### src/rtl/ldst_imm_pkg.sv
// Shared encodings for the load/store displacement rewriter.
// Assumes the two-bit kind and mode fields decoded upstream.
package ldst_imm_pkg;
    typedef enum logic [1:0] {
        KIND_OTHER = 2'd0,
        KIND_LOAD  = 2'd1,
        KIND_STORE = 2'd2,
        KIND_RSVD  = 2'd3
    } ls_kind_e;

    typedef enum logic [1:0] {
        MODE_PLAIN = 2'd0,
        MODE_UNIT  = 2'd1,
        MODE_ELEM  = 2'd2,
        MODE_RSVD  = 2'd3
    } stride_mode_e;

    typedef enum logic {
        FORM_D  = 1'b0,
        FORM_DS = 1'b1
    } disp_form_e;
endpackage

### src/rtl/ldst_disp_ext.sv
// Turns the raw displacement field into a signed byte displacement.
// Assumes the DS layout keeps its word count in the low FIELD_W-2 bits.
module ldst_disp_ext #(
    parameter int FIELD_W = 16,
    parameter int RES_W   = 32
) (
    input  logic [FIELD_W-1:0] fld,
    input  logic               form,
    output logic [RES_W-1:0]   disp
);
    import ldst_imm_pkg::*;

    localparam int EXT_W = RES_W - FIELD_W;

    logic [FIELD_W-1:0] scaled;

    // Pick the field layout, scaling the DS word count to bytes.
    always_comb begin
        if (disp_form_e'(form) == FORM_DS)
            scaled = {fld[FIELD_W-3:0], 2'b00};
        else
            scaled = fld;
    end

    // Sign-extend the chosen layout to the result width.
    always_comb begin
        disp = {{EXT_W{scaled[FIELD_W-1]}}, scaled};
    end
endmodule

### src/rtl/ldst_elem_offset.sv
// Computes the element position used to scale the displacement.
// Assumes substeps never exceed the subvector code; no range check here.
module ldst_elem_offset #(
    parameter int STEP_W = 7,
    parameter int SUB_W  = 2,
    parameter int OFF_W  = STEP_W + SUB_W
) (
    input  logic [1:0]        kind,
    input  logic [STEP_W-1:0] src_step,
    input  logic [SUB_W-1:0]  src_sub,
    input  logic [STEP_W-1:0] dst_step,
    input  logic [SUB_W-1:0]  dst_sub,
    input  logic [SUB_W-1:0]  subvl,
    input  logic              remap_en,
    input  logic [OFF_W-1:0]  remap_idx,
    output logic [OFF_W-1:0]  offset
);
    import ldst_imm_pkg::*;

    logic [OFF_W-1:0] group_sz;
    logic [OFF_W-1:0] src_pos;
    logic [OFF_W-1:0] dst_pos;

    // Elements per subvector group: code plus one.
    always_comb begin
        group_sz = OFF_W'(subvl) + OFF_W'(1);
    end

    // Flat positions of the source and destination elements.
    always_comb begin
        src_pos = OFF_W'(src_step) * group_sz + OFF_W'(src_sub);
        dst_pos = OFF_W'(dst_step) * group_sz + OFF_W'(dst_sub);
    end

    // Select the position by access kind; remap applies to loads only.
    always_comb begin
        case (ls_kind_e'(kind))
            KIND_LOAD:  offset = remap_en ? remap_idx : src_pos;
            KIND_STORE: offset = dst_pos;
            default:    offset = '0;
        endcase
    end
endmodule

### src/rtl/ldst_stride_calc.sv
// Folds the element offset into the displacement per stride mode.
// Assumes the size input counts bytes; illegal sizes fall back to one.
module ldst_stride_calc #(
    parameter int RES_W = 32,
    parameter int OFF_W = 9,
    parameter int LEN_W = 4
) (
    input  logic [RES_W-1:0] disp,
    input  logic [OFF_W-1:0] offset,
    input  logic [LEN_W-1:0] len,
    input  logic [1:0]       mode,
    input  logic             form,
    output logic [RES_W-1:0] result,
    output logic             hit
);
    import ldst_imm_pkg::*;

    logic [1:0]       shamt;
    logic [RES_W-1:0] off_ext;
    logic [RES_W-1:0] raw;

    // Decode the byte count into a shift; anything else acts as one byte.
    always_comb begin
        case (len)
            LEN_W'(2): shamt = 2'd1;
            LEN_W'(4): shamt = 2'd2;
            LEN_W'(8): shamt = 2'd3;
            default:   shamt = 2'd0;
        endcase
    end

    // Widen the offset for modulo-2^RES_W arithmetic.
    always_comb begin
        off_ext = RES_W'(offset);
    end

    // Apply the stride arithmetic selected by the mode.
    always_comb begin
        case (stride_mode_e'(mode))
            MODE_UNIT: begin
                raw = disp + (off_ext << shamt);
                hit = 1'b1;
            end
            MODE_ELEM: begin
                raw = disp * off_ext;
                hit = 1'b1;
            end
            default: begin
                raw = '0;
                hit = 1'b0;
            end
        endcase
    end

    // Convert back to a DS field value when needed.
    always_comb begin
        if (disp_form_e'(form) == FORM_DS)
            result = raw >> 2;
        else
            result = raw;
    end
endmodule

### src/rtl/ldst_imm_gen.sv
// Top of the load/store displacement rewriter: offset, extension,
// stride arithmetic, then an optional output register (OUT_REG).
// Assumes inputs are stable for the cycle they are sampled in.
module ldst_imm_gen #(
    parameter int  FIELD_W = 16,
    parameter int  RES_W   = 32,
    parameter int  STEP_W  = 7,
    parameter int  SUB_W   = 2,
    parameter int  LEN_W   = 4,
    parameter bit  OUT_REG = 1'b1,
    localparam int OFF_W   = STEP_W + SUB_W
) (
    input  logic               clk,
    input  logic               rst_n,
    input  logic [FIELD_W-1:0] i_disp_fld,
    input  logic               i_form,
    input  logic [1:0]         i_kind,
    input  logic [1:0]         i_mode,
    input  logic [STEP_W-1:0]  i_src_step,
    input  logic [SUB_W-1:0]   i_src_sub,
    input  logic [STEP_W-1:0]  i_dst_step,
    input  logic [SUB_W-1:0]   i_dst_sub,
    input  logic [SUB_W-1:0]   i_subvl,
    input  logic               i_remap_en,
    input  logic [OFF_W-1:0]   i_remap_idx,
    input  logic [LEN_W-1:0]   i_len,
    output logic [RES_W-1:0]   o_disp,
    output logic               o_valid
);
    logic [OFF_W-1:0] elem_off;
    logic [RES_W-1:0] disp_ext;
    logic [RES_W-1:0] calc_val;
    logic             calc_hit;

    ldst_elem_offset #(
        .STEP_W(STEP_W), .SUB_W(SUB_W), .OFF_W(OFF_W)
    ) u_offset (
        .kind(i_kind), .src_step(i_src_step), .src_sub(i_src_sub),
        .dst_step(i_dst_step), .dst_sub(i_dst_sub), .subvl(i_subvl),
        .remap_en(i_remap_en), .remap_idx(i_remap_idx), .offset(elem_off)
    );

    ldst_disp_ext #(
        .FIELD_W(FIELD_W), .RES_W(RES_W)
    ) u_ext (
        .fld(i_disp_fld), .form(i_form), .disp(disp_ext)
    );

    ldst_stride_calc #(
        .RES_W(RES_W), .OFF_W(OFF_W), .LEN_W(LEN_W)
    ) u_calc (
        .disp(disp_ext), .offset(elem_off), .len(i_len), .mode(i_mode),
        .form(i_form), .result(calc_val), .hit(calc_hit)
    );

    generate
        if (OUT_REG) begin : g_reg
            // Register the result; reset clears both outputs.
            always_ff @(posedge clk) begin
                if (!rst_n) begin
                    o_disp  <= '0;
                    o_valid <= 1'b0;
                end else begin
                    o_disp  <= calc_val;
                    o_valid <= calc_hit;
                end
            end
        end else begin : g_comb
            // Drive the outputs straight from the arithmetic.
            always_comb begin
                o_disp  = calc_val;
                o_valid = calc_hit;
            end
        end
    endgenerate
endmodule

### config.mk
export PLATFORM = sky130hd
export DESIGN_NAME = ldst_imm_gen
export DESIGN_NICKNAME = d
export VERILOG_FILES = /design/src/rtl/ldst_imm_pkg.sv /design/src/rtl/ldst_disp_ext.sv /design/src/rtl/ldst_elem_offset.sv /design/src/rtl/ldst_stride_calc.sv /design/src/rtl/ldst_imm_gen.sv
export SDC_FILE = /design/constraint.sdc
export NUM_CORES = 1
export LEC_CHECK = 0
export ABC_AREA = 1
export BUFFER_PORTS_ARGS = -buffer_cell sky130_fd_sc_hd__buf_4
export CAP_MARGIN = 20
export CORE_MARGIN = 5
export CORE_UTILIZATION = 55
export DETAILED_ROUTE_END_ITERATION = 16
export HOLD_SLACK_MARGIN = 0.12
export PLACE_DENSITY = 0.73
export SLEW_MARGIN = 10
export SYNTH_ARGS = -nofsm -noshare
export SYNTH_HDL_FRONTEND = slang
export SYNTH_HIERARCHICAL = 1
export SYNTH_SLANG_ARGS = --single-unit
### constraint.sdc
create_clock -name clk -period 22.3 [get_ports clk]
set_clock_uncertainty 0.2 [all_clocks]
set_input_delay 2.23 -clock clk [delete_from_list [all_inputs] [get_ports clk]]
set_output_delay 2.23 -clock clk [all_outputs]
set_load 0.01 [all_outputs]
Word-level counts from Yosys, hierarchy flattened
Index checks and enable logic that the tools add are counted.
- bits in writable memories: 0
- memory bits (read-only): 0
- register bits: 33
- bits of input ports: 57
- memories kept: 0
- output and inout bits: 33
- logic and storage cells: 28
- latch bits: 0
- order comparisons: 0
- divide/modulo/power cells: 0
- multipliers: 3
- shift-type cells: 1
- add/sub/neg operators: 4
- equality and inequality tests: 7
- bitwise operators: 1
- muxes and demuxes: 7
- reduce and logical (&&, ||, !) cells: 2
- operators by type and width (cell ; number):
    $pmux W32 S2 ; 1
    $add A32 B32 Y32 ; 1
    $shl A9 B2 Y32 ; 1
    $mux W30 ; 1
    $mul A16 B10 Y26 ; 1
    $add A9 B2 Y9 ; 2
    $mul A7 B9 Y9 ; 2
    $pmux W9 S2 ; 1
    $mux W16 ; 1
    $mux W9 ; 1
    $pmux W2 S3 ; 1
    $eq A2 B1 Y1 const B ; 2
    $eq A2 B2 Y1 const B ; 2
    $eq A4 B2 Y1 const B ; 1
    $eq A4 B3 Y1 const B ; 1
    $eq A4 B4 Y1 const B ; 1
    $reduce_or A2 Y1 ; 2
    $add A2 B1 Y3 const B ; 1
    $mux W1 ; 1
    $not A1 Y1 ; 1

Longest topological paths before layout
- word-level depth: 9
- gate-level depth with buffers: 46
- mapped depth without buffers: 43

Cells and area by module
The synthesis kept the hierarchy.
- modules (own cells, without submodules) (module ; instances ; cells an instance ; area each (sq um) ; sequential area each (sq um)):
    ldst_stride_calc ; 1 ; 1648 ; 10256.1 ; 0.0
    ldst_elem_offset ; 1 ; 292 ; 1784.2 ; 0.0
    ldst_imm_gen ; 1 ; 103 ; 982.2 ; 660.6
    ldst_disp_ext ; 1 ; 66 ; 394.1 ; 0.0

Worst setup path after synthesis
No wires, ideal clock.
- kind: in2reg
- start point: input i_subvl[0]
- end point: register o_disp[29]
- path buffers: 3
- data arrival time: 8.833 ns
- setup slack: 13.159 ns
- setup time: 0.109 ns
- cell stages on the path: 35
- required time: 21.991 ns
- cell sequence: ha_1 -> clkbuf_1 -> nand2_1 -> inv_1 -> fa_1 -> ha_1 -> fa_1 -> xor2_1 -> nand2_1 -> a21oi_1 -> clkbuf_1 -> buf_1 -> nand2_1 -> fa_1 -> fa_1 -> inv_1 -> fa_1 -> inv_1 -> fa_1 -> inv_1 -> ha_1 -> a21oi_1 -> o21ai_0 -> nand2_1 -> nand3b_1 -> nand2_1 -> inv_1 -> nor2_1 -> nand3_1 -> nand3_1 -> nand2_1 -> nand2_1 -> nand2_1 -> nand2_1 -> inv_1
- longest elaborated chain between the ends: 9
- elaborated cells between the ends (all ways): 12
- classes of those cells: add/sub (4); mul (3); shift (1); mux (4)
- RTL lines (element ; line ; source):
    start: declaration ; ldst_imm_gen.sv:23 ; input logic [SUB_W-1:0] i_subvl,
    $add A2 B1 Y3 (*) ; ldst_elem_offset.sv:26 ; group_sz = OFF_W'(subvl) + OFF_W'(1);
    $mul A7 B9 Y9 ; ldst_elem_offset.sv:31 ; src_pos = OFF_W'(src_step) * group_sz + OFF_W'(src_sub);
    $add A9 B2 Y9 ; ldst_elem_offset.sv:31 ;
    $mux W9 ; ldst_elem_offset.sv:38 ; KIND_LOAD: offset = remap_en ? remap_idx : src_pos;
    $pmux W9 S2 (*) ; ldst_elem_offset.sv:37 ; case (ls_kind_e'(kind))
    named net elem_off[3] ; ldst_imm_gen.sv:30 ; logic [OFF_W-1:0] elem_off;
    parallel branches: the longest is 2 deep, another holds $mul A16 B10 Y26 ; - ;
    $pmux W32 S2 (*) ; ldst_stride_calc.sv:39 ; case (stride_mode_e'(mode))
    $mux W30 (*) ; ldst_stride_calc.sv:57 ; if (disp_form_e'(form) == FORM_DS)
    named net calc_val[29] ; ldst_imm_gen.sv:32 ; logic [RES_W-1:0] calc_val;
    end signal: assignment ; ldst_imm_gen.sv:64 ; o_disp <= calc_val;
    end: declaration ; ldst_imm_gen.sv:27 ; output logic [RES_W-1:0] o_disp,
Mark *: on every way through the listed nets, which the timed path passes.
A chain may end at the register's enable or synchronous reset.

Final worst setup path
- start point: input i_subvl[0]
- end point: register o_disp[15]
The elaborated chain is that of the path after synthesis.

==> summary.md <==
| Metric | Value |
|---|---|
| Max-cap violation count | 0 |
| Die ar. | 0.0276 mm2 |
| DR DRC count | 0 |
| Achievable Freq | 102 MHz |
| Adder-Cell Fraction of Synth Area | 0.371 |
| RSZ-0062 raised after global routing | no |
| Routed length per instance | 14.1 um |
| Critical Path RT | 22.28 ns |
| Most used cell, CP | nand2_1 |
| Endpoints failing hold | 0 |
| Post-Synth XOR/XNOR Area | 0.00653 |
| Leakage power | 0.00903 uW |
| Final TNS setup | 0 ns |
| Depth of the CTS H-tree | 2 |
| Arrival time worst endpoint | ~10 ns |
| Core area | 0.0242 mm2 |
| DR iter-0 viols | ~880 |
| Die Y | approximately 170 um |
| Die width | 166 um |
| First-pass GRT wire length | 59,700 um |
| Mapped Cells | 2,109 |
| CTS sink count | 33 |
| Cell Area, Synth | about 0.013 mm2 |
| Simple-gate share of the synthesized area | 0.296 |
| Post-CTS Setup Bufs | 0 |
| CTS Root Cell | clkbuf_16 |
| Vias in the first global route | 12,600 |
| Flop and latch count out of synthesis | 33 |
| Antenna violations before repair | 0 |
| Design Area, Final | around 0.014 mm2 |
| Post-synth cell types | 55 |
| Area share of the largest cell type after synthesis | 0.286 |
| Final net count | 2,461 |
| CTS hold repair buffers | 0 |
| CTS tree | built |
| Worst stage delay on the critical path | 0.55 ns |
| Min Tclk post-route | 9.85 ns |
| Layout area overhead | 6.24% |
| Power Dens Cells | 39.7 mW/mm2 |
| Final worst path period share | 0.442 |
| Main combinational cell family by area after synthesis | adder cells |
| Yosys warnings | 6 |
| Avg Vias per Cell | 5.12 |
| Port bufs | 89 |
| CP max FO | 19 |
| Nature of the critical path endpoint | flop |
| Routed vias | 12,500 |
| Max IR drop VDD | 29.2 uV |
| Crit path kind | in2reg |
| Largest buffer count on any clock path | 2 |
| Main area contributors after synthesis | fa_1, nand2_1, inv_1, ha_1, dfxtp_1 |
| First drt pass iteration count | 6 |
| Hold Path Stages | 3 |
| Total routed wirelength | 34,400 um |
| Worst Tran Pin Value | just under 1 ns |
| Slew HR | 0.349 |
| Dpl hpwl | 28,000 um |
| Dominant synthesized flop cell | dfxtp_1 |
| Boundary pin count | 90 |
| Smallest hold slack | around 2.1 ns |
| Syn Nets | 2,449 |
| Starting Density | 0.555 |
| Proportion of layout cells with a drive suffix above 1 | 0.0914 |
| Largest net degree at the start of global routing | 105 |
| Slew Viols, Final | 0 |
| Crit path max-delay cell type | ha_1 |
| Hold_sp | rst_n |
| Clock Pin Slew Worst Setup and Hold Paths | about 0.05 ns |
| GRT Overall Usage | 0.255 |
| EDFF count, synth | 0 |
| Post-synthesis async set-or-reset flop share | 0 |
| Rows | 57 |
| Most common cell after layout, fill and taps aside | nand2_1 |
| # diodes | 0 |
| RePlAce Congestion | 0.961 |
| Synth Area in Compound Gates | 0.0781 |
| Dpl cell area | 0.0141 mm2 |
| Final setup viols | 0 |
| Seq/Total Area, Yosys | 0.0492 |
| Total CTS buffers | 5 |
| Grt ovf | 0 |
| Worst min-delay path category | in2reg |
| PostCTS Resize Cnt | 0 |
| Post-synthesis mux area share | 0.00597 |
| CP Launch Type | input port |
| Hold path endpoint | o_disp[6]$_SDFF_PN0_ |
| Synthesized area per cell | 6.36 um2 |
| Antenna Nets Post-Route | 0 |
| Most frequent cells in the layout | nand2_1, inv_1, fa_1 |
| Status | complete, no violations |
| Synth area leader | fa_1 |
==> kinds of logic (layout without fill, tap and decap cells) <==
kind of cell / Yosys count / in the layout
fa+ha+maj: 283 / 283
flops: 33 / 33
compound gates: 186 / 186
buf+inv: 645 / 658
mux: 8 / 8
simple gates: 944 / 944
xor+xnor: 10 / 10
==> state kept, by name, indices dropped and copies added (netlist names) <==
register / cells
o_valid: 1
o_disp: 32
==> synthesized netlist by cell type, types with 6 or more instances <==
master	n
a21oi_1	71
a21oi_2	8
buf_1	13
buf_2	16
buf_4	17
clkbuf_1	45
dfxtp_1	33
fa_1	192
ha_1	91
inv_1	537
inv_2	7
mux2i_1	8
nand2_1	648
nand2_2	36
nand3_1	85
nand3b_1	6
nand4_1	16
nor2_1	111
nor3_1	10
o21ai_0	58
o21ai_1	16
==> routing by layer <==
metal | wire length [um] | track usage | vias up
met2 | 16800 | 0.450 | 381
met3 | 1940 | 0.0269 | 75
met5 | 0 | 0 | -
met1 | 14600 | 0.332 | 5873
met4 | 1060 | 0.0721 | 0
li1 | - | - | 6202
==> critical path: cells and delay by family <==
family	cells	cell delay, ns
simple gates	9	0.84
fa+ha+maj	9	4.11
compound gates	7	1.79
buf+inv	7	0.79
==> final cells by class <==
cell class / instances / area (um2)
Sequential cell: 33 / 661
Clock buffer: 7 / 153
Tap cell: 324 / 405
Clock inverter: 1 / 5.00
Inverter: 547 / 2060
Fill cell: 2334 / 9920
Timing Repair Buffer: 103 / 773
Multi-Input combinational cell: 1431 / 10200
==> power breakdown <==
part / internal [uW] / leakage [uW] / switching [uW]
logic: 148 / 0.00868 / 281
clock network: 47.2 / 0.0000799 / 25.0
registers: 63.0 / 0.000268 / 1.39
total: 259 / 0.00903 / 308
==> per-stage QoR <==
step | worst slack [ns] | total power (uW) | std cells | util
final | 12.45 | 566 | 2446 | 0.590
after global routing | 11.93 | 636 | 2446 | 0.590
after CTS | 12.49 | 569 | 2446 | 0.590
after detailed placement | 12.19 | 491 | 2438 | 0.583
after global placement | 12.25 | 484 | 2438 | 0.583
after floorplan | 13.16 | 381 | 2109 | -
==> worst max path at each step <==
stage                     startpoint                     to  slack, ns
after floorplan           i_subvl[0]  o_disp[29]$_SDFF_PN0_      13.16
after global placement    i_subvl[0]  o_disp[15]$_SDFF_PN0_      12.25
after detailed placement  i_subvl[0]  o_disp[15]$_SDFF_PN0_      12.19
after CTS                 i_subvl[0]  o_disp[15]$_SDFF_PN0_      12.49
after global routing      i_subvl[0]  o_disp[21]$_SDFF_PN0_      11.93
final                     i_subvl[0]  o_disp[15]$_SDFF_PN0_      12.45
(Power assumes the default switching activity.)
